==> src/rtl/pmd_pkg.sv <==
package pmd_pkg;
   typedef enum logic [2:0] {
      ST_IDLE     = 3'd0,
      ST_DISPATCH = 3'd1,
      ST_WAIT     = 3'd2,
      ST_CONVERT  = 3'd3,
      ST_CVWAIT   = 3'd4,
      ST_OUTPUT   = 3'd5
   } pmd_state_e;
endpackage

==> src/rtl/pmd_seq.sv <==
module pmd_seq
   import pmd_pkg::*;
(
   input  logic       clk,
   input  logic       rst_n,
   input  logic       start,
   input  logic       all_done,
   input  logic       cv_done,
   output pmd_state_e state
);
   pmd_state_e nxt;

   always_comb begin
      nxt = state;
      unique case (state)
         ST_IDLE:     if (start) nxt = ST_DISPATCH;
         ST_DISPATCH: nxt = ST_WAIT;
         ST_WAIT:     if (all_done) nxt = ST_CONVERT;
         ST_CONVERT:  nxt = ST_CVWAIT;
         ST_CVWAIT:   if (cv_done) nxt = ST_OUTPUT;
         ST_OUTPUT:   nxt = ST_IDLE;
         default:     nxt = ST_IDLE;
      endcase
   end

   always_ff @(posedge clk) begin
      if (!rst_n) state <= ST_IDLE;
      else        state <= nxt;
   end
endmodule

==> src/rtl/pmd_done_track.sv <==
module pmd_done_track #(
   parameter int N_UNITS = 8
) (
   input  logic               clk,
   input  logic               rst_n,
   input  logic               clear,
   input  logic               arm,
   input  logic [N_UNITS-1:0] done_in,
   output logic               all_done
);
   logic [N_UNITS-1:0] sticky;

   always_ff @(posedge clk) begin
      if (!rst_n || clear) sticky <= '0;
      else if (arm)        sticky <= sticky | done_in;
   end

   assign all_done = &sticky;
endmodule

==> src/rtl/pmd_lane_bank.sv <==
module pmd_lane_bank #(
   parameter int N_UNITS = 8,
   parameter int LANE_W  = 16,
   localparam int BUS_W  = N_UNITS * LANE_W
) (
   input  logic               clk,
   input  logic               rst_n,
   input  logic [N_UNITS-1:0] load,
   input  logic [BUS_W-1:0]   d,
   output logic [BUS_W-1:0]   q
);
   for (genvar i = 0; i < N_UNITS; i++) begin : g_lane
      always_ff @(posedge clk) begin
         if (!rst_n)       q[i*LANE_W +: LANE_W] <= '0;
         else if (load[i]) q[i*LANE_W +: LANE_W] <= d[i*LANE_W +: LANE_W];
      end
   end
endmodule

==> src/rtl/pm_batch_dispatch.sv <==
module pm_batch_dispatch
   import pmd_pkg::*;
#(
   parameter int N_UNITS  = 8,
   parameter int SCALAR_W = 16,
   parameter int POINT_W  = 16,
   parameter int RES_W    = 16,
   parameter int OUT_W    = 16,
   localparam int SC_BUS  = N_UNITS * SCALAR_W,
   localparam int PT_BUS  = N_UNITS * POINT_W,
   localparam int RS_BUS  = N_UNITS * RES_W
) (
   input  logic               clk,
   input  logic               rst_n,
   input  logic               start,
   input  logic [SC_BUS-1:0]  ld_scalar,
   input  logic [PT_BUS-1:0]  ld_point,
   output logic [N_UNITS-1:0] wk_start,
   output logic [SC_BUS-1:0]  wk_scalar,
   output logic [PT_BUS-1:0]  wk_point,
   input  logic [N_UNITS-1:0] wk_done,
   input  logic [RS_BUS-1:0]  wk_result,
   output logic               cv_start,
   output logic [RS_BUS-1:0]  cv_data,
   input  logic               cv_done,
   input  logic [OUT_W-1:0]   cv_result,
   output logic               out_valid,
   output logic [OUT_W-1:0]   out_data
);
   if (N_UNITS < 1) begin : g_bad_units
      $error("pm_batch_dispatch: N_UNITS must be at least 1");
   end
   if (SCALAR_W < 1 || POINT_W < 1 || RES_W < 1 || OUT_W < 1) begin : g_bad_width
      $error("pm_batch_dispatch: all widths must be at least 1");
   end

   pmd_state_e         state;
   logic               all_done;
   logic               accept;
   logic               in_wait;
   logic [N_UNITS-1:0] capture;

   assign accept  = start && (state == ST_IDLE);
   assign in_wait = (state == ST_WAIT);
   assign capture = wk_done & {N_UNITS{in_wait}};

   pmd_seq u_seq (
      .clk      (clk),
      .rst_n    (rst_n),
      .start    (start),
      .all_done (all_done),
      .cv_done  (cv_done),
      .state    (state)
   );

   pmd_done_track #(.N_UNITS(N_UNITS)) u_track (
      .clk      (clk),
      .rst_n    (rst_n),
      .clear    (state == ST_DISPATCH),
      .arm      (in_wait),
      .done_in  (wk_done),
      .all_done (all_done)
   );

   pmd_lane_bank #(.N_UNITS(N_UNITS), .LANE_W(SCALAR_W)) u_scalars (
      .clk   (clk),
      .rst_n (rst_n),
      .load  ({N_UNITS{accept}}),
      .d     (ld_scalar),
      .q     (wk_scalar)
   );

   pmd_lane_bank #(.N_UNITS(N_UNITS), .LANE_W(POINT_W)) u_points (
      .clk   (clk),
      .rst_n (rst_n),
      .load  ({N_UNITS{accept}}),
      .d     (ld_point),
      .q     (wk_point)
   );

   pmd_lane_bank #(.N_UNITS(N_UNITS), .LANE_W(RES_W)) u_results (
      .clk   (clk),
      .rst_n (rst_n),
      .load  (capture),
      .d     (wk_result),
      .q     (cv_data)
   );

   always_ff @(posedge clk) begin
      if (!rst_n)                              out_data <= '0;
      else if (state == ST_CVWAIT && cv_done)  out_data <= cv_result;
   end

   assign wk_start  = {N_UNITS{state == ST_DISPATCH}};
   assign cv_start  = (state == ST_CONVERT);
   assign out_valid = (state == ST_OUTPUT);
endmodule

==> config.mk <==
export PLATFORM = sky130hd
export DESIGN_NAME = pm_batch_dispatch
export DESIGN_NICKNAME = d
export VERILOG_FILES = /design/src/rtl/pmd_pkg.sv /design/src/rtl/pmd_seq.sv /design/src/rtl/pmd_done_track.sv /design/src/rtl/pmd_lane_bank.sv /design/src/rtl/pm_batch_dispatch.sv
export SDC_FILE = /design/constraint.sdc
export NUM_CORES = 1
export LEC_CHECK = 0
export CORE_AREA = 2 2 319 321
export CTS_CLUSTER_DIAMETER = 120
export DETAILED_ROUTE_END_ITERATION = 8
export DIE_AREA = 0 0 321 323
export DONT_BUFFER_PORTS = 1
export SETUP_SLACK_MARGIN = 0.15
export SYNTH_ARGS = -nofsm -noshare
export SYNTH_HDL_FRONTEND = slang
export SYNTH_SLANG_ARGS = --single-unit
==> constraint.sdc <==
create_clock -name clk -period 1.8 [get_ports clk]
set_input_delay 0.27 -clock clk [delete_from_list [all_inputs] [get_ports clk]]
set_output_delay 0.27 -clock clk [all_outputs]
set_load 0.01 [all_outputs]
# After elaboration in Yosys (flattened, before gate mapping)
# Cells that the tools add are included.
# word_totals
reg_bits	411
word_cells	48
# op_classes
n_bitwise	2
mux	4
n_eq_ne	8
n_reduce_logical	7
# op_table
operator	count
3-bit case mux with 5 select lines	1
3-bit two-way mux	3
8-bit AND	1
8-bit bitwise OR	1
8-bit AND reduction	1
3-bit by 2-bit == test with 1-bit output, second input constant	2
3-bit == test, second input constant	2
2-bit != test, second input constant	3
3-bit by 1-bit == test with 1-bit output, second input constant	1
3-bit logical NOT	1
3-bit AND reduction	1
1-bit logical AND	2
1-bit logical NOT	1
1-bit logical OR	1

# Logic depth before layout (Yosys ltp)
# Gate-level depths: netlist of run 1.
# logic_depth
word_depth	3
ltp_mapped	7
mapped_depth_nobuf	3

# Modules after synthesis
# From an unflattened synthesis of run 1, not the netlist that was laid out.
# unflattened
hier_cells	1375
area_unflattened_um2	16105.4
# modules_own_cells
module	area_per_inst_um2	seq_area_each_um2	instances	cells_per_inst
pmd_lane_bank	4964.8	2562.5	3	414
pm_batch_dispatch	798.3	320.3	1	90
pmd_done_track	282.8	160.2	1	30
pmd_seq	130.1	60.1	1	13

# Least setup slack after synthesis of run 1
# OpenSTA, ideal clock, no wires.
# synth_timing
kind	register -> output
start	register u_seq.state[0]
end	output wk_start[0]
path_buffers	3
required_time_ps	1530
t_arrival_ps	1514
stages_incl_launch_ff	5
slack_ps	16
path_cell_list	dfxtp_1 > buf_2 > clkbuf_1 > nor3b_1 > buf_4
# synth_between
elab_chain_len	1
# synth_rtl
element	line_no	rtl
from (decl)	pmd_seq.sv:9	output pmd_state_e state
from (signal assigned)	pmd_seq.sv:28	else state <= nxt;
3-bit by 1-bit == test with 1-bit output	n/a	
to (decl)	pm_batch_dispatch.sv:18	output logic [N_UNITS-1:0] wk_start,
# Every way passes these cells.

# Final worst setup path of run 1
# layout_timing
start	register u_seq.state[2]
end	output wk_start[2]
# layout_between
elab_chain_len	1
# layout_rtl
element	line_no	rtl
3-bit by 1-bit == test with 1-bit output	pm_batch_dispatch.sv:94	assign wk_start = {N_UNITS{state == ST_DISPATCH}};
# Every way passes these cells.

==> results of run 1 <==
[power groups by stage]
stage                     clock network, mW  logic [mW]  registers (mW)
after CTS                              11.0        3.45            10.5
final                                  10.7        4.52            10.5
after detailed placement                  0        1.69            10.7
after global routing                   11.4        4.78            10.6
after global placement                    0        1.65            10.7
after floorplan                           0        1.46            10.4
[cell type report]
| type | count | share of cell area |
|---|---|---|
| multi-input cells | 1245 | 0.302 |
| clock inverters | 20 | 0.00904 |
| clock buffers | 71 | 0.0562 |
| diodes | 17 | 0.00160 |
| repair buffers | 583 | 0.260 |
| flip-flops and latches | 411 | 0.310 |
| well taps | 1309 | 0.0616 |
[cells in the final DEF, fill, tap and decap left out, types with 2 or more instances in the layout]
| master | Yosys | final |
|---|---|---|
| sky130_fd_sc_hd__clkinv_2 | 0 | 6 |
| sky130_fd_sc_hd__buf_8 | 0 | 10 |
| sky130_fd_sc_hd__clkinvlp_4 | 0 | 4 |
| sky130_fd_sc_hd__nand3_2 | 0 | 3 |
| sky130_fd_sc_hd__buf_4 | 9 | 24 |
| sky130_fd_sc_hd__clkbuf_8 | 0 | 10 |
| sky130_fd_sc_hd__nand2_2 | 0 | 62 |
| sky130_fd_sc_hd__buf_12 | 0 | 37 |
| sky130_fd_sc_hd__clkbuf_16 | 0 | 70 |
| sky130_fd_sc_hd__nand2_4 | 0 | 143 |
| sky130_fd_sc_hd__dfxtp_2 | 0 | 3 |
| sky130_fd_sc_hd__nor2_1 | 18 | 17 |
| sky130_fd_sc_hd__a21boi_2 | 0 | 132 |
| sky130_fd_sc_hd__a21boi_1 | 230 | 135 |
| sky130_fd_sc_hd__inv_6 | 0 | 3 |
| sky130_fd_sc_hd__buf_16 | 0 | 24 |
| sky130_fd_sc_hd__and4bb_2 | 8 | 5 |
| sky130_fd_sc_hd__nor3b_1 | 3 | 2 |
| sky130_fd_sc_hd__dlygate4sd3_1 | 0 | 452 |
| sky130_fd_sc_hd__and4bb_4 | 0 | 3 |
| sky130_fd_sc_hd__dfxtp_1 | 411 | 408 |
| sky130_fd_sc_hd__nand2_8 | 0 | 2 |
| sky130_fd_sc_hd__o21ai_2 | 0 | 2 |
| sky130_fd_sc_hd__clkbuf_1 | 84 | 8 |
| sky130_fd_sc_hd__nand3_4 | 0 | 2 |
| sky130_fd_sc_hd__bufinv_16 | 0 | 4 |
| sky130_fd_sc_hd__a21boi_0 | 42 | 5 |
| sky130_fd_sc_hd__nand2_1 | 674 | 467 |
| sky130_fd_sc_hd__nand3_1 | 129 | 124 |
| sky130_fd_sc_hd__buf_6 | 27 | 19 |
| sky130_fd_sc_hd__clkinv_4 | 0 | 2 |
| sky130_fd_sc_hd__diode_2 | 0 | 17 |
| sky130_fd_sc_hd__o21ai_0 | 128 | 126 |
[kinds of logic after synthesis]
| family | after synthesis |
|---|---|
| buffers and inverters | 158 |
| muxes | 1 |
| DFF | 411 |
| AOI/OAI and AO/OA | 402 |
| xor gates and xnor gates | 1 |
| and+or+nand+nor | 841 |
[stage by stage]
step	instances	hold WS, ps	setup TNS, ps	power [mW]
2_1_floorplan	1814	400	0	11.8
3_3_place_gp	3006	402	-3530	12.3
3_5_place_dp	3006	410	-4930	12.4
4_1_cts	3574	-243	-1540	25.0
5_1_grt	3649	-220	-14410	26.7
6_report	3656	-159	-2980	25.7
[critical path, cell delays in order, from the launching register on]
cell	delay, ps
sky130_fd_sc_hd__dfxtp_2	320
sky130_fd_sc_hd__buf_6	120
sky130_fd_sc_hd__buf_12	120
sky130_fd_sc_hd__nor3b_4	260
sky130_fd_sc_hd__buf_12	200
[sequential cells by signal, summed over array words and instances (netlist names)]
signal / cells
out_data: 16
u_points.q: 128
u_results.q: 128
u_scalars.q: 128
u_seq.state: 3
u_track.sticky: 8
[what timing repair did]
item / CTS / global route
setup endpoints to repair: 263 / 294
buffers inserted: 31 / 19
endpoints found under the hold margin: 403 / 209
hold buffers: 430 / 22
gates resized for setup: 286 / 346
pin swaps: 243 / 229
gates cloned: 16 / 24
[worst max-delay path by stage]
stage	to	slack, ps	from
floorplan	u_points.q[100]	230	u_seq.state[2]
global placement	u_scalars.q[42]	-90	u_seq.state[2]
detailed placement	u_points.q[75]	-120	u_seq.state[2]
CTS	wk_start[2]	-180	u_seq.state[1]
global route	u_points.q[28]	-200	u_seq.state[2]
finish	wk_start[2]	-110	u_seq.state[2]
[metal layers]
| metal | vias to the layer above | wire, um |
|---|---|---|
| met4 | 24 | 4500 |
| met3 | 244 | 8300 |
| li1 | 6947 | - |
| met2 | 817 | 38800 |
| met5 | - | 155 |
| met1 | 7282 | 30500 |
==> out/summary.txt, run 1 <==
Category of the worst setup path launch point - register
Fmax - 524 MHz
HPWL after detailed placement - 50000 um
Slew @ Worst Pin - 1040 ps
Minimum clock period after layout - 1910 ps
DR iter-0 viols - 710
Required time at the worst-slack endpoint - 1530 ps
Synthesized area divided by synthesized cell count - 8.42 um^2
Top cell type by total area after synthesis - sky130_fd_sc_hd__dfxtp_1
Htree depth - 2
Final Util - 0.264
Leak Pwr - 9.89 nW
Max-cap check violation count - 0
Status - finished, violations left
Clk slew on worst S/H paths - 60 ps
Slack of the worst reg-to-reg path - -100 ps
Power per cell area - 969 nW/um^2
Synthesized-area fraction occupied by and/or/nand/nor cells - 0.226
Proportion of synthesized flip-flops having asynchronous set or reset - 0
Worst setup margin - -109 ps
Total Die Area - 104000 um^2
DRT antenna net count - 0
Filler Cell Count - 10400
Cell area after synthesis - 15300 um^2
Dominant combinational cell family by area after synthesis - simple AND/OR/NAND/NOR gates
Met3 layer usage reported by global route - 0.0595
CTS root buf - sky130_fd_sc_hd__clkbuf_16
Yosys warning total - 0
Number of sinks driven by the clock tree - 411
Worst vdd ir - 644 uV
Residual DRC count - 0
Share of the clock period used by the worst path after layout - 1.06
Via count of the first global-routing pass - 14400
Net switching component of the power - 7.36 mW
Initial standard-cell utilization of the core - 0.152
Internal Power - 18.4 mW
Final count of pins violating max slew - 0
Met2 track utilization from global routing - 0.224
Reg-to-reg endpoint - u_points.q[28]
Top-level I/O count - 822
CTS tree - done
Clock Latency Late Sink - 600 ps
Std-Cell Rows - 117
Multiplexer share of the synthesized area - 0.000656
Worst slew margin relative to its limit - 0.307
Worst Reg2Reg Path Length in Cells - 11
Antenna violations before repair - 35
Storage element area - 8230 um^2
Top post-synthesis cells by count - 674 x sky130_fd_sc_hd__nand2_1, 411 x sky130_fd_sc_hd__dfxtp_1, 230 x sky130_fd_sc_hd__a21boi_1
Total non-filler cell area in the finished layout - 26600 um^2
Startpoint of the worst hold path - rst_n
Maximum clock insertion buffer count - 3
Total cell area at the placement stage - 16600 um^2
Number of nets in the finished design - 2703
Endpoints failing setup - 66
Final Skew - 15.4 ps
Arrival time at the worst endpoint - 1640 ps
Vias per inst - 4.19
RSZ-0062 raised after global routing - true
Die span in y - 323 um
Fraction of power consumed by the clock network - 0.416
Max FO, Critical Path - 8
Fraction of layout cells with a size suffix above 1 - 0.248
Post-synthesis share of cell area spent on xor and xnor gates - 0.000574
Wire length of the first global-routing pass - 102000 um
Smallest hold slack - -159 ps
Switching portion of total power - 0.286
Min-Delay Path Depth - 1
Width of the chip - 321 um
Commonest register cell after synthesis - sky130_fd_sc_hd__dfxtp_1
Hold crit path type - input port to register
Aggregate routed wire length - 82300 um
Hold endpoint - u_points.q[49]
Number of flops mapped to enable cells by yosys - 0
Clock buffers created by TritonCTS - 50
WL per Instance - 22.5 um
Aggregate global routing overflow - 0
PortBufs - 0
Compound-Gate Fraction of Synth Area - 0.177
Flop and latch count out of synthesis - 411
Number of endpoints with negative hold slack in the final report - 49
Startpoint of the worst-slack reg-to-reg timing path - u_seq.state[2]
Final weighted congestion in routability-driven placement - 0.815
Top cells by area in the synthesized netlist - sky130_fd_sc_hd__dfxtp_1 54%, sky130_fd_sc_hd__nand2_1 17%, sky130_fd_sc_hd__a21boi_1 11%, sky130_fd_sc_hd__nand3_1 4.2%, sky130_fd_sc_hd__o21ai_0 4.2%
Proportion of power drawn by flip-flops and latches - 0.409
Adder and majority cell fraction of the synthesized area - 0
Met1 Usage GRT - 0.143
Pre-Repair DR Iteration Count - 6
Vias after detailed routing - 15300
Net Count, Synth - 2226
Gate power share - 0.175
Overall global routing resource usage - 0.134
Post-Place Worst Slack - -115 ps
Kind of critical path - register to primary output
Violated checks - hold timing, setup timing
Total area of multi-input combinational cells - 8030 um^2
Largest net degree at the start of global routing - 534
Number of different library cells in the post-synthesis netlist - 27
Share of the synthesized area in the top cell type - 0.539
Cell count after synthesis - 1814
Seq/Total Area, Yosys - 0.539
Worst Setup End Kind - primary output
Synthesis-to-finish area growth - 74.0%
Most frequent cell after synthesis - sky130_fd_sc_hd__nand2_1
Placeable core area - 101000 um^2
Top Usage Layer GRT - met2
No activity file was read; power rests on OpenSTA's default activity.
==> run 2, diff against run 1 <==
--- a/config.mk
+++ b/config.mk
@@ -5,11 +5,13 @@
 export SDC_FILE = /design/constraint.sdc
 export NUM_CORES = 1
 export LEC_CHECK = 0
+export ABC_CLOCK_PERIOD_IN_PS = 1800
 export CORE_AREA = 2 2 319 321
 export CTS_CLUSTER_DIAMETER = 120
 export DETAILED_ROUTE_END_ITERATION = 8
 export DIE_AREA = 0 0 321 323
 export DONT_BUFFER_PORTS = 1
+export REMOVE_ABC_BUFFERS = 1
 export SETUP_SLACK_MARGIN = 0.15
 export SYNTH_ARGS = -nofsm -noshare
 export SYNTH_HDL_FRONTEND = slang
==> constraint.sdc (replaced) <==
create_clock -name clk -period 1.8 [get_ports clk]
set_input_delay 0.18 -clock clk [delete_from_list [all_inputs] [get_ports clk]]
set_output_delay 0.18 -clock clk [all_outputs]
set_load 0.01 [all_outputs]
==> out/summary.txt, run 2 (same netlist as run 1, synthesis figures left out) <==
Antenna violations before repair - 46
Smallest hold slack - -268 ps
Std-Cell Rows - 117
Fraction of layout cells with a size suffix above 1 - 0.225
Regs by FF count - u_points.q (128), u_results.q (128), u_scalars.q (128)
Leak Pwr - 9.60 nW
Fmax - 507 MHz
Wire length of the first global-routing pass - 104000 um
Slack of the worst reg-to-reg path - -170 ps
Arrival time at the worst endpoint - 2470 ps
Most frequent cells in the layout - 454 x sky130_fd_sc_hd__nand2_1, 449 x sky130_fd_sc_hd__dlygate4sd3_1, 407 x sky130_fd_sc_hd__dfxtp_1
Pre-Repair DR Iteration Count - 5
Number of cells in the finished layout apart from fillers - 3626
Violated checks - hold timing, setup timing
Clk slew on worst S/H paths - 60 ps
Final weighted congestion in routability-driven placement - 0.787
Power per cell area - 985 nW/um^2
Placeable core area - 101000 um^2
Count of placed standard cells including taps - 3001
Fraction of power consumed by the clock network - 0.416
Aggregate global routing overflow - 0
Aggregate routed wire length - 84700 um
Worst setup margin - -171 ps
Required time at the worst-slack endpoint - 2300 ps
Total area of multi-input combinational cells - 7690 um^2
Number of nets in the finished design - 2682
Storage element area - 8240 um^2
Worst slew margin relative to its limit - 0.389
Max-cap check violation count - 0
PortBufs - 0
Maximum clock insertion buffer count - 3
Met2 routed wirelength - 41200 um
Internal Power - 18.1 mW
Vias per inst - 4.14
RSZ-0062 raised after global routing - true
Post-Place Worst Slack - 62.3 ps
Residual DRC count - 0
Number of endpoints with negative hold slack in the final report - 134
Clock Latency Late Sink - 620 ps
Synthesis-to-finish area growth - 69.7%
Max FO, Critical Path - 6
Minimum clock period after layout - 1970 ps
Number of sinks driven by the clock tree - 411
Vias after detailed routing - 15000
Total Die Area - 104000 um^2
Total non-filler cell area in the finished layout - 25900 um^2
CTS tree - done
Worst vdd ir - 714 uV
Gate power share - 0.167
Worst Setup End Kind - register
DRT antenna net count - 0
Slew @ Worst Pin - 917 ps
Most frequent standard cell in the layout excluding fill and tap cells - sky130_fd_sc_hd__nand2_1
HPWL after detailed placement - 53700 um
Switching portion of total power - 0.290
Share of the clock period used by the worst path after layout - 1.09
Top-level I/O count - 822
WL per Instance - 23.4 um
Met1 layer wirelength in the final routing - 30500 um
DR iter-0 viols - 768
Width of the chip - 321 um
Filler Cell Count - 10400
Overall global routing resource usage - 0.140
Highest metal layer used by the detailed router - met5
Status - finished, violations left
Clock buffers created by TritonCTS - 51
CTS root buf - sky130_fd_sc_hd__clkbuf_16
Met3 routed WL - 9280 um
Total cell area at the placement stage - 16500 um^2
Final Skew - 14.8 ps
Proportion of power drawn by flip-flops and latches - 0.417
Via count of the first global-routing pass - 13900
Die span in y - 323 um
Initial standard-cell utilization of the core - 0.152
Htree depth - 2
Kind of critical path - register to register
Endpoints failing setup - 242
Final count of pins violating max slew - 0
Hold crit path type - input port to register
Category of the worst setup path launch point - register
Net switching component of the power - 7.40 mW
Largest net degree at the start of global routing - 534
-- run 2: final timing paths --
| kind | cells past startpoint | end | startpoint |
|---|---|---|---|
| setup / recovery | 8 | u_points.q[102] | u_seq.state[2] |
| hold / removal | 2 | u_results.q[104] | rst_n |
| setup reg to reg | 8 | u_points.q[102] | u_seq.state[2] |
| hold reg to reg | 2 | u_track.sticky[4] | u_track.sticky[4] |
-- run 2: power groups by stage --
stage	Clock (mW)	Sequential, mW	Combinational (mW)
6_report	10.6	10.6	4.27
3_3_place_gp	0	10.7	1.67
2_1_floorplan	0	10.4	1.27
3_5_place_dp	0	10.7	1.71
4_1_cts	11.0	10.5	3.15
5_1_grt	11.3	10.7	4.54
-- run 2: metrics by stage --
stage | TNS (ps) | hold WS [ps] | power [mW] | utilization
2_1_floorplan | -2340200 | 297 | 11.7 | -
3_3_place_gp | 0 | 313 | 12.4 | 0.164
3_5_place_dp | 0 | 319 | 12.4 | 0.164
4_1_cts | -20160 | -348 | 24.7 | 0.231
5_1_grt | -27740 | -327 | 26.6 | 0.257
6_report | -18150 | -268 | 25.5 | 0.257
-- run 2: layout make-up --
| cell class | instances | share of cell area |
|---|---|---|
| antenna | 9 | 0.000869 |
| tap | 1309 | 0.0632 |
| timing repair buffer | 561 | 0.256 |
| clock inverter | 19 | 0.00951 |
| sequential | 411 | 0.318 |
| multi-input combinational | 1245 | 0.297 |
| clock buffer | 72 | 0.0558 |
-- run 2: per-layer routing --
layer	vias to the layer above	GRT usage
li1	6897	-
met1	7112	0.145
met2	763	0.243
met3	209	0.0724
met4	34	0.0493
met5	-	0
-- run 2: timing repair --
action	4_1_cts	5_1_grt
pin swaps	4	308
gates cloned	17	22
gates resized for setup	50	510
setup endpoints to repair	221	293
hold buffers	426	23
setup buffers	16	21
hold endpoints to repair	411	401
-- run 2: critical path, cell delays in order, from the launching register on --
cell and delay [ps]:
sky130_fd_sc_hd__dfxtp_4 350, sky130_fd_sc_hd__buf_6 120, sky130_fd_sc_hd__or4b_4 600, sky130_fd_sc_hd__buf_16 180, sky130_fd_sc_hd__buf_12 150, sky130_fd_sc_hd__buf_12 130
sky130_fd_sc_hd__clkbuf_16 180, sky130_fd_sc_hd__nand2_4 60, sky130_fd_sc_hd__a21boi_1 60
==> run 3, diff against run 2 <==
--- a/config.mk
+++ b/config.mk
@@ -11,6 +11,7 @@
 export DETAILED_ROUTE_END_ITERATION = 8
 export DIE_AREA = 0 0 321 323
 export DONT_BUFFER_PORTS = 1
+export PLACE_DENSITY = 0.31
 export REMOVE_ABC_BUFFERS = 1
 export SETUP_SLACK_MARGIN = 0.15
 export SYNTH_ARGS = -nofsm -noshare
==> out/summary.txt, run 3 (same netlist as run 1, synthesis figures left out) <==
WL per Instance - 18.1 um
Number of cells in the finished layout apart from fillers - 3611
Delay of the slowest critical-path stage - 610 ps
Hold endpoint - u_results.q[98]
Sequence of cells on the critical path - nand2_1, dlygate4sd3_1, o21ai_0
Antenna violations before repair - 14
Fmax - 414 MHz
DR iter-0 viols - 518
Most frequent cells in the layout - 449 x sky130_fd_sc_hd__dlygate4sd3_1, 441 x sky130_fd_sc_hd__nand2_1, 408 x sky130_fd_sc_hd__dfxtp_1
Total Die Area - 104000 um^2
RSZ-0062 raised after global routing - true
Power per cell area - 971 nW/um^2
Leak Pwr - 8.99 nW
Wire length of the first global-routing pass - 88100 um
Total non-filler cell area in the finished layout - 25000 um^2
Worst vdd ir - 602 uV
Aggregate global routing overflow - 0
CTS tree - done
Status - finished, violations left
Via count of the first global-routing pass - 14200
Filler Cell Count - 10800
Overall global routing resource usage - 0.111
Count of placed standard cells including taps - 3015
Minimum clock period after layout - 2420 ps
Worst slew margin relative to its limit - -1.03
Htree depth - 2
Total area of multi-input combinational cells - 7220 um^2
Worst Setup End Kind - register
Pre-Repair DR Iteration Count - 5
Required time at the worst-slack endpoint - 2260 ps
Endpoints failing setup - 125
Maximum clock insertion buffer count - 3
Final count of pins violating max slew - 344
Final Skew - 10.9 ps
Clk slew on worst S/H paths - 60 ps
Max FO, Critical Path - 533
Startpoint of the worst hold path - rst_n
Cell with the largest stage delay on the worst path - sky130_fd_sc_hd__dlygate4sd3_1
Top-level I/O count - 822
Placeable core area - 101000 um^2
Reg-to-reg endpoint - u_points.q[62]
Hold crit path type - input port to register
Std-Cell Rows - 117
Width of the chip - 321 um
Share of the clock period used by the worst path after layout - 1.34
Worst setup margin - -618 ps
Violated checks - hold timing, slew limit, setup timing
Initial standard-cell utilization of the core - 0.152
Count of buffering cells on the critical path with inverters included - 1
Aggregate routed wire length - 65300 um
CTS root buf - sky130_fd_sc_hd__clkbuf_16
Family with the most delay on the worst path - buffers and inverters
Number of nets in the finished design - 2674
Smallest hold slack - -267 ps
Synthesis-to-finish area growth - 63.5%
Number of endpoints with negative hold slack in the final report - 30
Slack of the worst reg-to-reg path - -30 ps
Post-Place Worst Slack - 147 ps
HPWL after detailed placement - 42200 um
Category of the worst setup path launch point - input port
Storage element area - 8240 um^2
Most frequent standard cell in the layout excluding fill and tap cells - sky130_fd_sc_hd__dlygate4sd3_1
DRT antenna net count - 0
Die span in y - 323 um
Slew @ Worst Pin - 3050 ps
Residual DRC count - 0
Sum of negative setup slack - -16270 ps
Kind of critical path - input port to register
Number of sinks driven by the clock tree - 411
Largest net degree at the start of global routing - 534
Max-cap check violation count - 0
Clock buffers created by TritonCTS - 51
Arrival time at the worst endpoint - 2880 ps
Clock Latency Late Sink - 610 ps
Startpoint of the worst-slack reg-to-reg timing path - u_seq.state[2]
Fraction of layout cells with a size suffix above 1 - 0.214
Levels on crit path - 3
Total cell area at the placement stage - 16700 um^2
PortBufs - 0
Final weighted congestion in routability-driven placement - 0.760
Regs by FF count - u_points.q (128), u_results.q (128), u_scalars.q (128)
Min-Delay Path Depth - 2
Vias per inst - 3.96
Vias after detailed routing - 14300
Worst Reg2Reg Path Length in Cells - 7
## run 3: changes by cell type in the layout (fill, tap and decap cells not counted), sizes merged
| cell | delta |
|---|---|
| buf | -8 |
| clkinv | +7 |
| diode | -7 |
| clkinvlp | -4 |
| bufinv | -2 |
| inv | -1 |
## run 3: worst max-delay path by stage
stage                            to  slack (ps)           start
floorplan           u_points.q[100]       -9070  u_seq.state[2]
global placement    u_results.q[61]         170  u_seq.state[1]
detailed placement   u_points.q[44]         150  u_seq.state[2]
CTS                     wk_start[0]         -50  u_seq.state[1]
global route            wk_start[6]         -60  u_seq.state[1]
finish              u_results.q[31]        -620           rst_n
## run 3: power breakdown
group / internal [mW] / switching [mW]
Clock: 6.01 / 4.18
Combinational: 1.94 / 1.60
Sequential: 9.67 / 0.851
Total: 17.6 / 6.63
## run 3: per-stage QoR
stage                util  power, mW
detailed placement  0.166       12.5
floorplan               -       11.7
global placement    0.166       12.4
global route        0.248       25.4
finish              0.248       24.3
CTS                 0.236       24.3
## run 3: per-layer routing
| layer | vias to the layer above | track usage | wire length, um |
|---|---|---|---|
| met4 | 18 | 0.0353 | 1630 |
| met5 | - | 0 | 122 |
| li1 | 6863 | - | - |
| met3 | 112 | 0.0503 | 6410 |
| met1 | 6712 | 0.116 | 24500 |
| met2 | 593 | 0.198 | 32600 |
## run 3: layout make-up
class / count / share of cell area
flip-flops and latches: 411 / 0.330
multi-input cells: 1245 / 0.289
repair buffers: 553 / 0.249
well taps: 1309 / 0.0656
clock buffers: 72 / 0.0595
clock inverters: 19 / 0.00661
diodes: 2 / 0.000200
## run 3: worst reg2reg max path: cells and delay by family, from the launching register on
family | cells | cell delay (ps)
simple gates | 2 | 680
buf+inv | 4 | 620
flops | 1 | 340
compound gates | 1 | 50
## run 3: what timing repair did
item / 4_1_cts / 5_1_grt
hold buffers: 438 / 12
setup endpoints to repair: 16 / 289
pin swaps: 397 / 47
cloned: 3 / 18
resized for setup: 301 / 131
setup buffers: 17 / 16
hold endpoints to repair: 411 / 392
